===== src/rtl/ddr_init_pkg.sv =====
package ddr_init_pkg;

    // Pin order {cs_n, ras_n, cas_n, we_n}
    typedef enum logic [3:0] {
        CMD_NOP  = 4'b0111,
        CMD_PRE  = 4'b0010,
        CMD_AREF = 4'b0001,
        CMD_MODE = 4'b0000
    } ddr_cmd_e;

    typedef enum logic [2:0] {
        ADR_ZERO,
        ADR_PRE_ALL,
        ADR_EXT,
        ADR_MODE_DLL,
        ADR_MODE_OP
    } adr_sel_e;

    typedef enum logic [4:0] {
        S_IDLE,
        S_PWR_WAIT,
        S_CKE_RISE,
        S_PRE1,
        S_PRE1_GAP,
        S_EMRS,
        S_EMRS_GAP,
        S_MRS_DLL,
        S_MRS_DLL_GAP,
        S_PRE2,
        S_PRE2_GAP,
        S_AREF,
        S_AREF_GAP,
        S_MRS_OP,
        S_MRS_OP_GAP,
        S_LOCK_WAIT,
        S_READY
    } init_state_e;

    localparam int PRE_ALL_BIT = 10;
    localparam int DLL_RST_BIT = 8;
    localparam logic [1:0] BANK_EXT  = 2'b01;
    localparam logic [1:0] BANK_BASE = 2'b00;

endpackage


===== src/rtl/ddr_gap_timer.sv =====
module ddr_gap_timer #(
    parameter int CNT_W = 8
) (
    input  logic             clk,
    input  logic             rst_n,
    input  logic             load,
    input  logic [CNT_W-1:0] load_val,
    output logic             last
);

    logic [CNT_W-1:0] cnt_q;

    always_ff @(posedge clk or negedge rst_n) begin
        if (!rst_n) begin
            cnt_q <= '0;
        end else if (load) begin
            cnt_q <= load_val;
        end else if (cnt_q != '0) begin
            cnt_q <= cnt_q - 1'b1;
        end
    end

    assign last = (cnt_q == CNT_W'(1));

    // A load must land in the counter on the next edge (R5 spacing basis)
    p_gap_load_r5: assert property (@(posedge clk) disable iff (!rst_n)
        load |=> cnt_q == $past(load_val));

endmodule


===== src/rtl/ddr_lock_timer.sv =====
module ddr_lock_timer #(
    parameter int T_LOCK = 200
) (
    input  logic clk,
    input  logic rst_n,
    input  logic start,
    output logic done
);

    localparam int LCW = $clog2(T_LOCK + 1);

    logic [LCW-1:0] cnt_q;
    logic           armed_q;

    always_ff @(posedge clk or negedge rst_n) begin
        if (!rst_n) begin
            cnt_q   <= '0;
            armed_q <= 1'b0;
        end else if (start) begin
            cnt_q   <= LCW'(T_LOCK - 1);
            armed_q <= 1'b1;
        end else if (cnt_q != '0) begin
            cnt_q <= cnt_q - 1'b1;
        end
    end

    assign done = armed_q && (cnt_q == '0);

    p_lock_hold_r10: assert property (@(posedge clk) disable iff (!rst_n)
        (done && !start) |=> done);

endmodule


===== src/rtl/ddr_cmd_encoder.sv =====
module ddr_cmd_encoder
    import ddr_init_pkg::*;
#(
    parameter int ADDR_W = 13
) (
    input  ddr_cmd_e          cmd,
    input  adr_sel_e          adr_sel,
    input  logic [ADDR_W-1:0] emr_code,
    input  logic [ADDR_W-1:0] mr_code,
    output logic              cs_n,
    output logic              ras_n,
    output logic              cas_n,
    output logic              we_n,
    output logic [ADDR_W-1:0] addr,
    output logic [1:0]        ba
);

    assign {cs_n, ras_n, cas_n, we_n} = cmd;

    always_comb begin
        addr = '0;
        ba   = BANK_BASE;
        unique case (adr_sel)
            ADR_ZERO: begin
                addr = '0;
            end
            ADR_PRE_ALL: begin
                addr[PRE_ALL_BIT] = 1'b1;
            end
            ADR_EXT: begin
                addr = emr_code;
                ba   = BANK_EXT;
            end
            ADR_MODE_DLL: begin
                addr              = mr_code;
                addr[DLL_RST_BIT] = 1'b1;
            end
            ADR_MODE_OP: begin
                addr              = mr_code;
                addr[DLL_RST_BIT] = 1'b0;
            end
            default: begin
                addr = '0;
            end
        endcase
    end

endmodule


===== src/rtl/ddr_powerup_sequencer.sv =====
module ddr_powerup_sequencer
    import ddr_init_pkg::*;
#(
    parameter int ADDR_W = 13,
    parameter int T_PWR  = 50000,
    parameter int T_RP   = 4,
    parameter int T_MRD  = 2,
    parameter int T_RFC  = 18,
    parameter int N_REF  = 2,
    parameter int T_LOCK = 200
) (
    input  logic              clk,
    input  logic              rst_n,
    input  logic              pwr_stable,
    input  logic [ADDR_W-1:0] emr_code,
    input  logic [ADDR_W-1:0] mr_code,
    output logic              cke,
    output logic              cs_n,
    output logic              ras_n,
    output logic              cas_n,
    output logic              we_n,
    output logic [ADDR_W-1:0] addr,
    output logic [1:0]        ba,
    output logic              init_done
);

    localparam int TMAX_A = (T_PWR > T_RFC) ? T_PWR : T_RFC;
    localparam int TMAX_B = (T_RP > T_MRD) ? T_RP : T_MRD;
    localparam int TMAX   = (TMAX_A > TMAX_B) ? TMAX_A : TMAX_B;
    localparam int CW     = $clog2(TMAX + 1);
    localparam int RW     = $clog2(N_REF + 1);

    init_state_e     state_q, state_d;
    logic            tmr_load;
    logic [CW-1:0]   tmr_val;
    logic            tmr_last;
    logic            lock_done;
    logic [RW-1:0]   ref_cnt_q;
    ddr_cmd_e        cmd;
    adr_sel_e        adr_sel;

    // State register
    always_ff @(posedge clk or negedge rst_n) begin
        if (!rst_n) begin
            state_q <= S_IDLE;
        end else begin
            state_q <= state_d;
        end
    end

    // Refresh counter
    always_ff @(posedge clk or negedge rst_n) begin
        if (!rst_n) begin
            ref_cnt_q <= '0;
        end else if (state_q == S_AREF) begin
            ref_cnt_q <= ref_cnt_q + 1'b1;
        end
    end

    // Next state and interval loading
    always_comb begin
        state_d  = state_q;
        tmr_load = 1'b0;
        tmr_val  = '0;
        unique case (state_q)
            S_IDLE: begin
                if (pwr_stable) begin
                    state_d  = S_PWR_WAIT;
                    tmr_load = 1'b1;
                    tmr_val  = CW'(T_PWR);
                end
            end
            S_PWR_WAIT: begin
                if (!pwr_stable) begin
                    state_d = S_IDLE;
                end else if (tmr_last) begin
                    state_d = S_CKE_RISE;
                end
            end
            S_CKE_RISE: state_d = S_PRE1;
            S_PRE1: begin
                state_d  = S_PRE1_GAP;
                tmr_load = 1'b1;
                tmr_val  = CW'(T_RP - 1);
            end
            S_PRE1_GAP: if (tmr_last) state_d = S_EMRS;
            S_EMRS: begin
                state_d  = S_EMRS_GAP;
                tmr_load = 1'b1;
                tmr_val  = CW'(T_MRD - 1);
            end
            S_EMRS_GAP: if (tmr_last) state_d = S_MRS_DLL;
            S_MRS_DLL: begin
                state_d  = S_MRS_DLL_GAP;
                tmr_load = 1'b1;
                tmr_val  = CW'(T_MRD - 1);
            end
            S_MRS_DLL_GAP: if (tmr_last) state_d = S_PRE2;
            S_PRE2: begin
                state_d  = S_PRE2_GAP;
                tmr_load = 1'b1;
                tmr_val  = CW'(T_RP - 1);
            end
            S_PRE2_GAP: if (tmr_last) state_d = S_AREF;
            S_AREF: begin
                state_d  = S_AREF_GAP;
                tmr_load = 1'b1;
                tmr_val  = CW'(T_RFC - 1);
            end
            S_AREF_GAP: begin
                if (tmr_last) begin
                    state_d = (ref_cnt_q == RW'(N_REF)) ? S_MRS_OP : S_AREF;
                end
            end
            S_MRS_OP: begin
                state_d  = S_MRS_OP_GAP;
                tmr_load = 1'b1;
                tmr_val  = CW'(T_MRD - 1);
            end
            S_MRS_OP_GAP: if (tmr_last) state_d = S_LOCK_WAIT;
            S_LOCK_WAIT: if (lock_done) state_d = S_READY;
            S_READY: state_d = S_READY;
            default: state_d = S_IDLE;
        endcase
    end

    // Outputs
    always_comb begin
        cmd       = CMD_NOP;
        adr_sel   = ADR_ZERO;
        cke       = 1'b1;
        init_done = 1'b0;
        unique case (state_q)
            S_IDLE, S_PWR_WAIT: cke = 1'b0;
            S_PRE1, S_PRE2: begin
                cmd     = CMD_PRE;
                adr_sel = ADR_PRE_ALL;
            end
            S_EMRS: begin
                cmd     = CMD_MODE;
                adr_sel = ADR_EXT;
            end
            S_MRS_DLL: begin
                cmd     = CMD_MODE;
                adr_sel = ADR_MODE_DLL;
            end
            S_MRS_OP: begin
                cmd     = CMD_MODE;
                adr_sel = ADR_MODE_OP;
            end
            S_AREF: cmd = CMD_AREF;
            S_READY: init_done = 1'b1;
            default: cmd = CMD_NOP;
        endcase
    end

    ddr_gap_timer #(.CNT_W(CW)) gap_tmr_i (
        .clk      (clk),
        .rst_n    (rst_n),
        .load     (tmr_load),
        .load_val (tmr_val),
        .last     (tmr_last)
    );

    ddr_lock_timer #(.T_LOCK(T_LOCK)) lock_tmr_i (
        .clk   (clk),
        .rst_n (rst_n),
        .start (state_q == S_MRS_DLL),
        .done  (lock_done)
    );

    ddr_cmd_encoder #(.ADDR_W(ADDR_W)) enc_i (
        .cmd      (cmd),
        .adr_sel  (adr_sel),
        .emr_code (emr_code),
        .mr_code  (mr_code),
        .cs_n     (cs_n),
        .ras_n    (ras_n),
        .cas_n    (cas_n),
        .we_n     (we_n),
        .addr     (addr),
        .ba       (ba)
    );

    logic cmd_on_bus;
    assign cmd_on_bus = !cs_n && !(ras_n && cas_n && we_n);

    p_cmd_needs_cke_r9: assert property (@(posedge clk) disable iff (!rst_n)
        cmd_on_bus |-> (cke && $past(cke)));

    p_single_strobe_r9: assert property (@(posedge clk) disable iff (!rst_n)
        cmd_on_bus |=> !cmd_on_bus);

    p_idle_cke_low_r2: assert property (@(posedge clk) disable iff (!rst_n)
        (!pwr_stable && !cke) |=> !cke);

    p_pre_all_a10_r5: assert property (@(posedge clk) disable iff (!rst_n)
        ({cs_n, ras_n, cas_n, we_n} == 4'b0010) |-> (addr[PRE_ALL_BIT] && ba == 2'b00));

    p_dll_bit_r7: assert property (@(posedge clk) disable iff (!rst_n)
        (state_q == S_MRS_DLL) |-> addr[DLL_RST_BIT]);

    p_done_sticky_r10: assert property (@(posedge clk) disable iff (!rst_n)
        init_done |=> init_done);

    p_done_needs_lock_r10: assert property (@(posedge clk) disable iff (!rst_n)
        init_done |-> lock_done);

endmodule


===== config.mk =====
export PLATFORM = sky130hd
export DESIGN_NAME = ddr_powerup_sequencer
export DESIGN_NICKNAME = d
export VERILOG_FILES = /design/src/rtl/ddr_init_pkg.sv /design/src/rtl/ddr_gap_timer.sv /design/src/rtl/ddr_lock_timer.sv /design/src/rtl/ddr_cmd_encoder.sv /design/src/rtl/ddr_powerup_sequencer.sv
export SDC_FILE = /design/constraint.sdc
export NUM_CORES = 1
export LEC_CHECK = 0
export ABC_AREA = 0
export BUFFER_PORTS_ARGS = -buffer_cell sky130_fd_sc_hd__buf_4
export CELL_PAD_IN_SITES_DETAIL_PLACEMENT = 1
export CELL_PAD_IN_SITES_GLOBAL_PLACEMENT = 2
export CORE_AREA = 3 3 85 87
export CTS_CLUSTER_DIAMETER = 50
export DETAILED_ROUTE_END_ITERATION = 8
export DIE_AREA = 0 0 88 90
export GPL_TIMING_DRIVEN = 0
export PLACE_DENSITY = 0.79
export SETUP_SLACK_MARGIN = 0.15
export SYNTH_ARGS = -nofsm -noshare
export SYNTH_HDL_FRONTEND = slang
export SYNTH_SLANG_ARGS = --single-unit

===== constraint.sdc =====
create_clock -name clk -period 2.7 [get_ports clk]
set_clock_uncertainty 0.05 [all_clocks]
set_input_delay 0 -clock clk [delete_from_list [all_inputs] [get_ports clk]]
set_output_delay 0 -clock clk [all_outputs]
set_load 0.01 [all_outputs]

==> tab_implementation.tex, run 1 <==
\begin{tabular}{lr}
\hline
Metric & Value \\
\hline
\multicolumn{2}{l}{\textbf{Finish}} \\
\# diodes & 0 \\
Multi-input gate area in the final layout & approximately 1200 sq um \\
Number of nets in the final layout & around 330 \\
Fillers & roughly 750 \\
Area overhead of the layout relative to synthesis & 30.23\% \\
Fraction of final layout cells with drive strength greater than 1 & around 29\% \\
Sequential cell area in the final layout & 804.5 sq um \\
\multicolumn{2}{l}{\textbf{Placed design}} \\
Buffers on Ports & 46 \\
Half-perimeter wire length after detailed placement & around 4600 um \\
Routability congestion estimate & roughly 0.77 \\
\multicolumn{2}{l}{\textbf{Logic synthesis}} \\
Number of instances in the synthesized netlist & 232 \\
Number of synthesized flops with an enable pin & 0 \\
Cell Area, Synth & between 2000 and 2500 sq um \\
Most instantiated flip-flop cell in the synthesis netlist & dfrtp\_1 \\
Syn\_area\_per\_cell & between 8 and 9 sq um \\
Flip-flop and latch count after synthesis & 32 \\
Fraction of registers with async set/reset & 100.0\% \\
Sequential cell area fraction in the yosys report & approximately two fifths \\
Total of warnings raised by yosys & 0 \\
Number of unique standard cell types used by synthesis & just over 50 \\
\multicolumn{2}{l}{\textbf{Worst setup path}} \\
Startpoint Class & register \\
Setup CP Type & reg2reg \\
Critical path startpoint & gap\_tmr\_i.cnt\_q[2]\$\_DFFE\_PN0P\_ \\
Required time worst endpoint & 2.82 ns \\
Capturing element type of the critical path & register \\
Slowest-stage cell, CP & or4\_4 \\
Highest net fanout along the worst path & 7 \\
CP cell instances & or4\_4, or4\_4, a211oi\_4, mux2\_1 \\
Crit Reg-Reg Startpoint & gap\_tmr\_i.cnt\_q[2]\$\_DFFE\_PN0P\_ \\
Most frequent cell on the critical path & or4\_4 \\
Worst path max stage delay & approximately 0.56 ns \\
Worst-case reg-to-reg path depth & 4 \\
Worst endpoint data arrival time & 2.60 ns \\
Endpoint of the worst-slack reg-to-reg timing path & state\_q[0]\$\_DFFE\_PN0P\_ \\
Slack of the worst reg-to-reg path & around 0.22 ns \\
\multicolumn{2}{l}{\textbf{Clocking}} \\
Clock Sink Count & 32 \\
CTS H-tree depth & 2 \\
Clock tree from TritonCTS & done \\
Root buffer selected by CTS & clkbuf\_8 \\
Clk slew on worst S/H paths & around 0.080 ns \\
Clock insertion delay at the later pin of the skew report & 0.29 ns \\
Worst-case clock buffer depth & 2 \\
Total CTS buffers & 5 \\
\multicolumn{2}{l}{\textbf{Timing}} \\
Hold violation count in the final report & 0 \\
Number of max-slew violations in the final report & 0 \\
Worst slew margin relative to its limit & 51.93\% \\
Actual transition at the worst max-transition pin & around 0.7 ns \\
Setup repair after global routing missed its margin & no \\
Finish-stage setup viols & 0 \\
F\_max & 403.5 MHz \\
Final total negative setup slack & 0 ns \\
Tcrit/Tclk final & between 90 and 100\% \\
Post-route worst hold slack & 0.1489 ns \\
Minimum clock period after layout & 2.478 ns \\
\multicolumn{2}{l}{\textbf{Routing}} \\
Final wirelength & about 6300 um \\
Detailed-route wire length per cell & $\sim$17 um \\
DR DRC count & 0 \\
Vias per std cell & between 5 and 6 \\
Antenna Violating Nets Remaining & 0 \\
Iter 0 DRT Violations & between 60 and 70 \\
First-pass DRT Iterations & 4 \\
Vias post-DR & 1998 \\
\multicolumn{2}{l}{\textbf{Power}} \\
Power Dens Cells & 338.9 nW/um\^{}2 \\
IR drop worst, VDD & 0.0002478 V \\
Leakage & $\sim$0.0012 uW \\
\multicolumn{2}{l}{\textbf{Flow run}} \\
Maximum Capacitance Violations & 0 \\
\multicolumn{2}{l}{\textbf{Global routing}} \\
First-pass GRT wire length & around 11000 um \\
Antenna violations before repair & 0 \\
Global routing usage on met1 & a little under a quarter \\
Number of global-route vias before repair & a little under 2000 \\
All-Layer GR Usage & between 15 and 20\% \\
Leftover overflow at the end of global routing & 0 \\
Met2 routing resource usage after global routing & 26.19\% \\
Pin count of the biggest net entering global routing & 33 \\
Global Route met3 Usage & roughly 3.4\% \\
GRT Max-Usage Layer & met2 \\
\multicolumn{2}{l}{\textbf{Outcome}} \\
Result of the run & complete, no violations \\
\multicolumn{2}{l}{\textbf{Floorplan}} \\
Width of the chip & 88 um \\
Site Rows & 29 \\
Area enclosed by the die boundary & 7920 sq um \\
Floorplan core area & $\sim$6400 sq um \\
Height of the chip & 90 um \\
Ports & 50 \\
Initial core utilization & 32.48\% \\
\multicolumn{2}{l}{\textbf{Worst hold path}} \\
Class of the tightest hold or removal check & in2async \\
\hline
\end{tabular}
[how the worst max path moves through the flow]
stage | end | depth (start not counted)
floorplan | state_q[0]$_DFFE_PN0P_ | 4
global placement | gap_tmr_i.cnt_q[0]$_DFFE_PN0P_ | 7
detailed placement | gap_tmr_i.cnt_q[12]$_DFFE_PN0P_ | 6
CTS | addr[5] | 6
global route | state_q[0]$_DFFE_PN0P_ | 4
finish | state_q[0]$_DFFE_PN0P_ | 4
[cells in the final DEF, fill, tap and decap left out, types with 3 or more instances in the layout]
| cell type | instances |
|---|---|
| buf_4 | 53 |
| dfrtp_1 | 29 |
| nand2_1 | 18 |
| nor2_1 | 17 |
| o21ai_0 | 14 |
| a22o_1 | 11 |
| a21oi_1 | 11 |
| inv_1 | 9 |
| nor3_1 | 9 |
| xnor2_1 | 8 |
| or3_1 | 7 |
| ha_1 | 6 |
| clkbuf_8 | 6 |
| clkbuf_1 | 5 |
| nand2b_1 | 5 |
| or4_1 | 5 |
| o31ai_1 | 4 |
| or4_4 | 4 |
| xor2_1 | 4 |
| nand3_1 | 4 |
| nor3b_1 | 4 |
| clkbuf_2 | 3 |
| nor4_1 | 3 |
| o41ai_1 | 3 |
| a31oi_1 | 3 |
| dfrtp_2 | 3 |
[worst max-delay path: cells and delay by family, from the launching register on]
kind | cells | cell delay, ns
and+or+nand+nor | 2 | 1.11
muxes | 1 | 0.35
AOI/OAI and AO/OA | 1 | 0.39
DFF | 1 | 0.46
[synthesized netlist by cell type, types with 6 or more instances]
master	instances	area share (%)
o21ai_0	14	3.4
inv_1	10	1.8
clkbuf_1	8	1.4
xnor2_1	8	3.4
nand2_1	18	3.2
a22o_1	11	4.6
ha_1	6	3.6
dfrtp_1	32	38
or3_1	7	2.1
or4_1	6	2.2
nor3b_1	6	2.2
a21oi_1	11	2.6
nor2_1	17	3.1
nor3_1	10	2.4
[cells by family after synthesis]
family | share of synthesized area, %
buf+inv | 4.379
compound gates | 19.26
mux | 2.579
xor+xnor | 5.039
flops | 38.39
other cells | 0.1798
fa+ha+maj | 3.599
simple gates | 26.57
[through the flow]
stage	std cells	area [sq um]	setup WS [ns]	utilization, %	power (uW)
2_1_floorplan	233	2090	0.3746	-	492.8
3_3_place_gp	356	2531	0.1340	39.41	532.3
3_5_place_dp	356	2531	0.1016	39.41	533.3
4_1_cts	365	2653	0.1438	41.30	936.0
5_1_grt	370	2716	0.1424	42.30	964.6
6_report	370	2716	0.2219	42.30	920.5
[power by group]
group | total (uW) | switching (uW) | internal [uW]
Combinational | 45.1 | 17.2 | 27.9
Clock | 396 | 193 | 204
Sequential | 479 | 0 | 479
[state kept, by name, summed over array words and instances (netlist names)]
signal and cells:
gap_tmr_i.cnt_q 16, lock_tmr_i.cnt_q 8, state_q 5, ref_cnt_q 2, lock_tmr_i.armed_q 1
[cell type report]
class                      count  share of cell area [%]
timing repair buffer          52                   14.46
clock buffer                   6                   3.040
sequential                    32                   29.62
clock inverter                 2                  0.3685
tap                           77                   3.547
buffer                        12                   2.119
multi-input combinational    179                   45.46
inverter                      10                   1.382
[per-layer routing]
layer	vias to the layer above	share of wire, %
li1	974	-
met1	996	47
met5	-	0
met4	0	0.97
met2	21	50
met3	7	2.6
[timing repair]
action | 4_1_cts | 5_1_grt
gates resized for setup | 3 | 14
setup endpoints to repair | 9 | 25
hold buffers | 1 | 0
buffers inserted | 0 | 5
pin swaps | 1 | 3
hold endpoints to repair | 32 | 0
No activity file was read; power rests on OpenSTA's default activity.
==> inputs of run 2 (changes only) <==
--- a/config.mk
+++ b/config.mk
@@ -9,10 +9,10 @@
 export BUFFER_PORTS_ARGS = -buffer_cell sky130_fd_sc_hd__buf_4
 export CELL_PAD_IN_SITES_DETAIL_PLACEMENT = 1
 export CELL_PAD_IN_SITES_GLOBAL_PLACEMENT = 2
-export CORE_AREA = 3 3 85 87
+export CORE_AREA = 2 2 84 86
 export CTS_CLUSTER_DIAMETER = 50
 export DETAILED_ROUTE_END_ITERATION = 8
-export DIE_AREA = 0 0 88 90
+export DIE_AREA = 0 0 86 88
 export GPL_TIMING_DRIVEN = 0
 export PLACE_DENSITY = 0.79
 export SETUP_SLACK_MARGIN = 0.15
==> run 2 against run 1 <==
  * Die area shrank 4.4%
  * Power grew 1.7%
  * Sequential share of layout area grew 0.16 points
  * Utilization shrank 1.8 points
  * Routed wire length shrank 2.8%
  * Critical endpoint is now state_q[2]$_DFFE_PN0P_
==> tab_implementation.tex, run 2 (same netlist as run 1, synthesis figures left out) <==
\begin{tabular}{lr}
\hline
Metric & Value \\
\hline
\multicolumn{2}{l}{\textbf{Outcome}} \\
Result of the run & complete, no violations \\
\multicolumn{2}{l}{\textbf{Floorplan}} \\
Site Rows & 30 \\
Ports & 50 \\
Area enclosed by the die boundary & approximately 7600 sq um \\
Floorplan core area & about 6600 sq um \\
Height of the chip & slightly below 90 um \\
Width of the chip & between 80 and 90 um \\
Initial core utilization & between 30\% and 40\% \\
\multicolumn{2}{l}{\textbf{Finish}} \\
Most flop-heavy register & gap\_tmr\_i.cnt\_q \\
Fraction of final layout cells with drive strength greater than 1 & roughly 26\% \\
Leading cell type in the layout, fill and taps excluded & buf\_4 \\
Area overhead of the layout relative to synthesis & 28.91\% \\
Most used cells in the layout excluding fill and tap cells & 50 x buf\_4, 32 x dfrtp\_1, 18 x nand2\_1, 17 x nor2\_1, 14 x o21ai\_0 \\
Number of nets in the final layout & approximately 320 \\
Fillers & just under 800 \\
Largest registers ranked by flip-flop count & gap\_tmr\_i.cnt\_q: 16 flops, lock\_tmr\_i.cnt\_q: 8 flops, state\_q: 5 flops \\
Number of flip-flops in the largest register & 16 \\
Post-route standard cell area excluding fillers & approximately 2700 sq um \\
\# diodes & 0 \\
\multicolumn{2}{l}{\textbf{Global routing}} \\
Global Route met3 Usage & approximately 3.5\% \\
Leftover overflow at the end of global routing & 0 \\
Antenna violations before repair & 0 \\
Number of global-route vias before repair & between 1500 and 2000 \\
Global routing usage on met1 & between 20\% and 30\% \\
Pin count of the biggest net entering global routing & 33 \\
All-Layer GR Usage & between 15 and 20\% \\
Met2 routing resource usage after global routing & between 20\% and 30\% \\
First-pass GRT wire length & between 9000 and 10000 um \\
GRT Max-Usage Layer & met2 \\
\multicolumn{2}{l}{\textbf{Routing}} \\
Detailed-route wire length per cell & around 17 um \\
Vias per std cell & between 5 and 6 \\
Final wirelength & roughly 6100 um \\
Antenna Violating Nets Remaining & 0 \\
First-pass DRT Iterations & 4 \\
DR DRC count & 0 \\
Iter 0 DRT Violations & 59 \\
Vias post-DR & about 2000 \\
\multicolumn{2}{l}{\textbf{Worst setup path}} \\
Capturing element type of the critical path & register \\
Endpoint of the worst-slack reg-to-reg timing path & state\_q[2]\$\_DFFE\_PN0P\_ \\
Required time worst endpoint & between 2 and 3 ns \\
Critical path startpoint & gap\_tmr\_i.cnt\_q[10]\$\_DFFE\_PN0P\_ \\
Worst endpoint data arrival time & 2.60 ns \\
Setup CP Type & reg2reg \\
Crit Reg-Reg Startpoint & gap\_tmr\_i.cnt\_q[10]\$\_DFFE\_PN0P\_ \\
Critical Path Sink & state\_q[2]\$\_DFFE\_PN0P\_ \\
Startpoint Class & register \\
Highest net fanout along the worst path & 7 \\
Worst-case reg-to-reg path depth & 4 \\
Slack of the worst reg-to-reg path & between 0.2 and 0.25 ns \\
\multicolumn{2}{l}{\textbf{Timing}} \\
Finish-stage setup viols & 0 \\
Worst slew margin relative to its limit & about two fifths \\
Setup repair after global routing missed its margin & yes \\
Number of max-slew violations in the final report & 0 \\
Tcrit/Tclk final & between 90\% and 100\% \\
Final total negative setup slack & 0 ns \\
Minimum clock period after layout & 2.472 ns \\
Actual transition at the worst max-transition pin & approximately 0.9 ns \\
Hold violation count in the final report & 0 \\
F\_max & 404.6 MHz \\
\multicolumn{2}{l}{\textbf{Clocking}} \\
Clk slew on worst S/H paths & about 0.080 ns \\
Worst-case clock buffer depth & 2 \\
CTS H-tree depth & 2 \\
Total CTS buffers & 5 \\
Root buffer selected by CTS & clkbuf\_8 \\
Clock Sink Count & 32 \\
Clock insertion delay at the later pin of the skew report & slightly below 0.3 ns \\
Clock tree from TritonCTS & done \\
\multicolumn{2}{l}{\textbf{Placed design}} \\
Buffers on Ports & 46 \\
Instance area after placement & 2535 sq um \\
Half-perimeter wire length after detailed placement & approximately 4500 um \\
Routability congestion estimate & between 0.7 and 0.8 \\
\multicolumn{2}{l}{\textbf{Worst hold path}} \\
Class of the tightest hold or removal check & in2async \\
\multicolumn{2}{l}{\textbf{Power}} \\
Power Dens Cells & between 300 and 400 nW/um\^{}2 \\
Leakage & 0.001211 uW \\
IR drop worst, VDD & approximately 0.00018 V \\
\multicolumn{2}{l}{\textbf{Flow run}} \\
Maximum Capacitance Violations & 0 \\
\hline
\end{tabular}
run 2: worst min-delay path by stage:
| stage | start | endpoint | slack, ns | cells past startpoint |
|---|---|---|---|---|
| 6_report | rst_n | gap_tmr_i.cnt_q[12]$_DFFE_PN0P_ | 0.14 | 2 |
| 5_1_grt | rst_n | gap_tmr_i.cnt_q[8]$_DFFE_PN0P_ | 0.16 | 2 |
| 4_1_cts | rst_n | gap_tmr_i.cnt_q[13]$_DFFE_PN0P_ | 0.16 | 2 |
| 3_5_place_dp | rst_n | lock_tmr_i.cnt_q[4]$_DFFE_PN0P_ | -0.07 | 1 |
| 3_3_place_gp | rst_n | gap_tmr_i.cnt_q[5]$_DFFE_PN0P_ | -0.07 | 1 |
| 2_1_floorplan | rst_n | gap_tmr_i.cnt_q[0]$_DFFE_PN0P_ | -0.35 | 0 |
run 2: area by class of cell:
cell class,count,area [sq um],share of cell area [%]
plain buffers,12,57.56,2.141
clock buffers,6,82.58,3.071
clock inverters,2,15.01,0.5584
inverters,10,37.54,1.396
multi-input cells,179,1225,45.56
flip-flops and latches,32,800.8,29.78
well taps,80,100.1,3.723
repair buffers,49,370.4,13.77
run 2: power by group:
part | internal [uW] | total, uW | switching (uW)
registers | 479 | 479 | 0
clock network | 207 | 412 | 205
logic | 27.9 | 45.3 | 17.4
total | 713 | 936 | 223
run 2: through the flow:
step | setup WS [ns] | power, uW | util [%] | instances | hold slack (ns)
floorplan | 0.3746 | 492.8 | - | 233 | -0.3456
global placement | 0.1665 | 532.5 | 38.15 | 359 | -0.07152
detailed placement | 0.1239 | 533.8 | 38.15 | 359 | -0.06769
CTS | 0.1294 | 952.7 | 40.06 | 368 | 0.1579
global route | 0.1252 | 978.1 | 40.47 | 370 | 0.1619
finish | 0.2283 | 935.9 | 40.47 | 370 | 0.1446
run 2: critical path: stages, from the launching register on:
cell,delay (ns)
dfrtp_1,0.46
or4_4,0.60
or4_4,0.57
a211oi_4,0.33
mux2_1,0.36
run 2: layer usage:
metal / vias up / part of all wire, % / wire length [um]
li1: 969 / - / -
met1: 983 / 50 / 3052
met2: 19 / 48 / 2906
met3: 2 / 2.3 / 138
met4: 0 / 0.21 / 13
met5: - / 0 / 0
run 2: repair_timing:
item,in CTS,in global routing
pin swaps,0,1
hold endpoints to repair,32,0
setup buffers,0,2
gates resized for setup,3,8
hold buffers,1,0
endpoints found under the setup margin,15,21
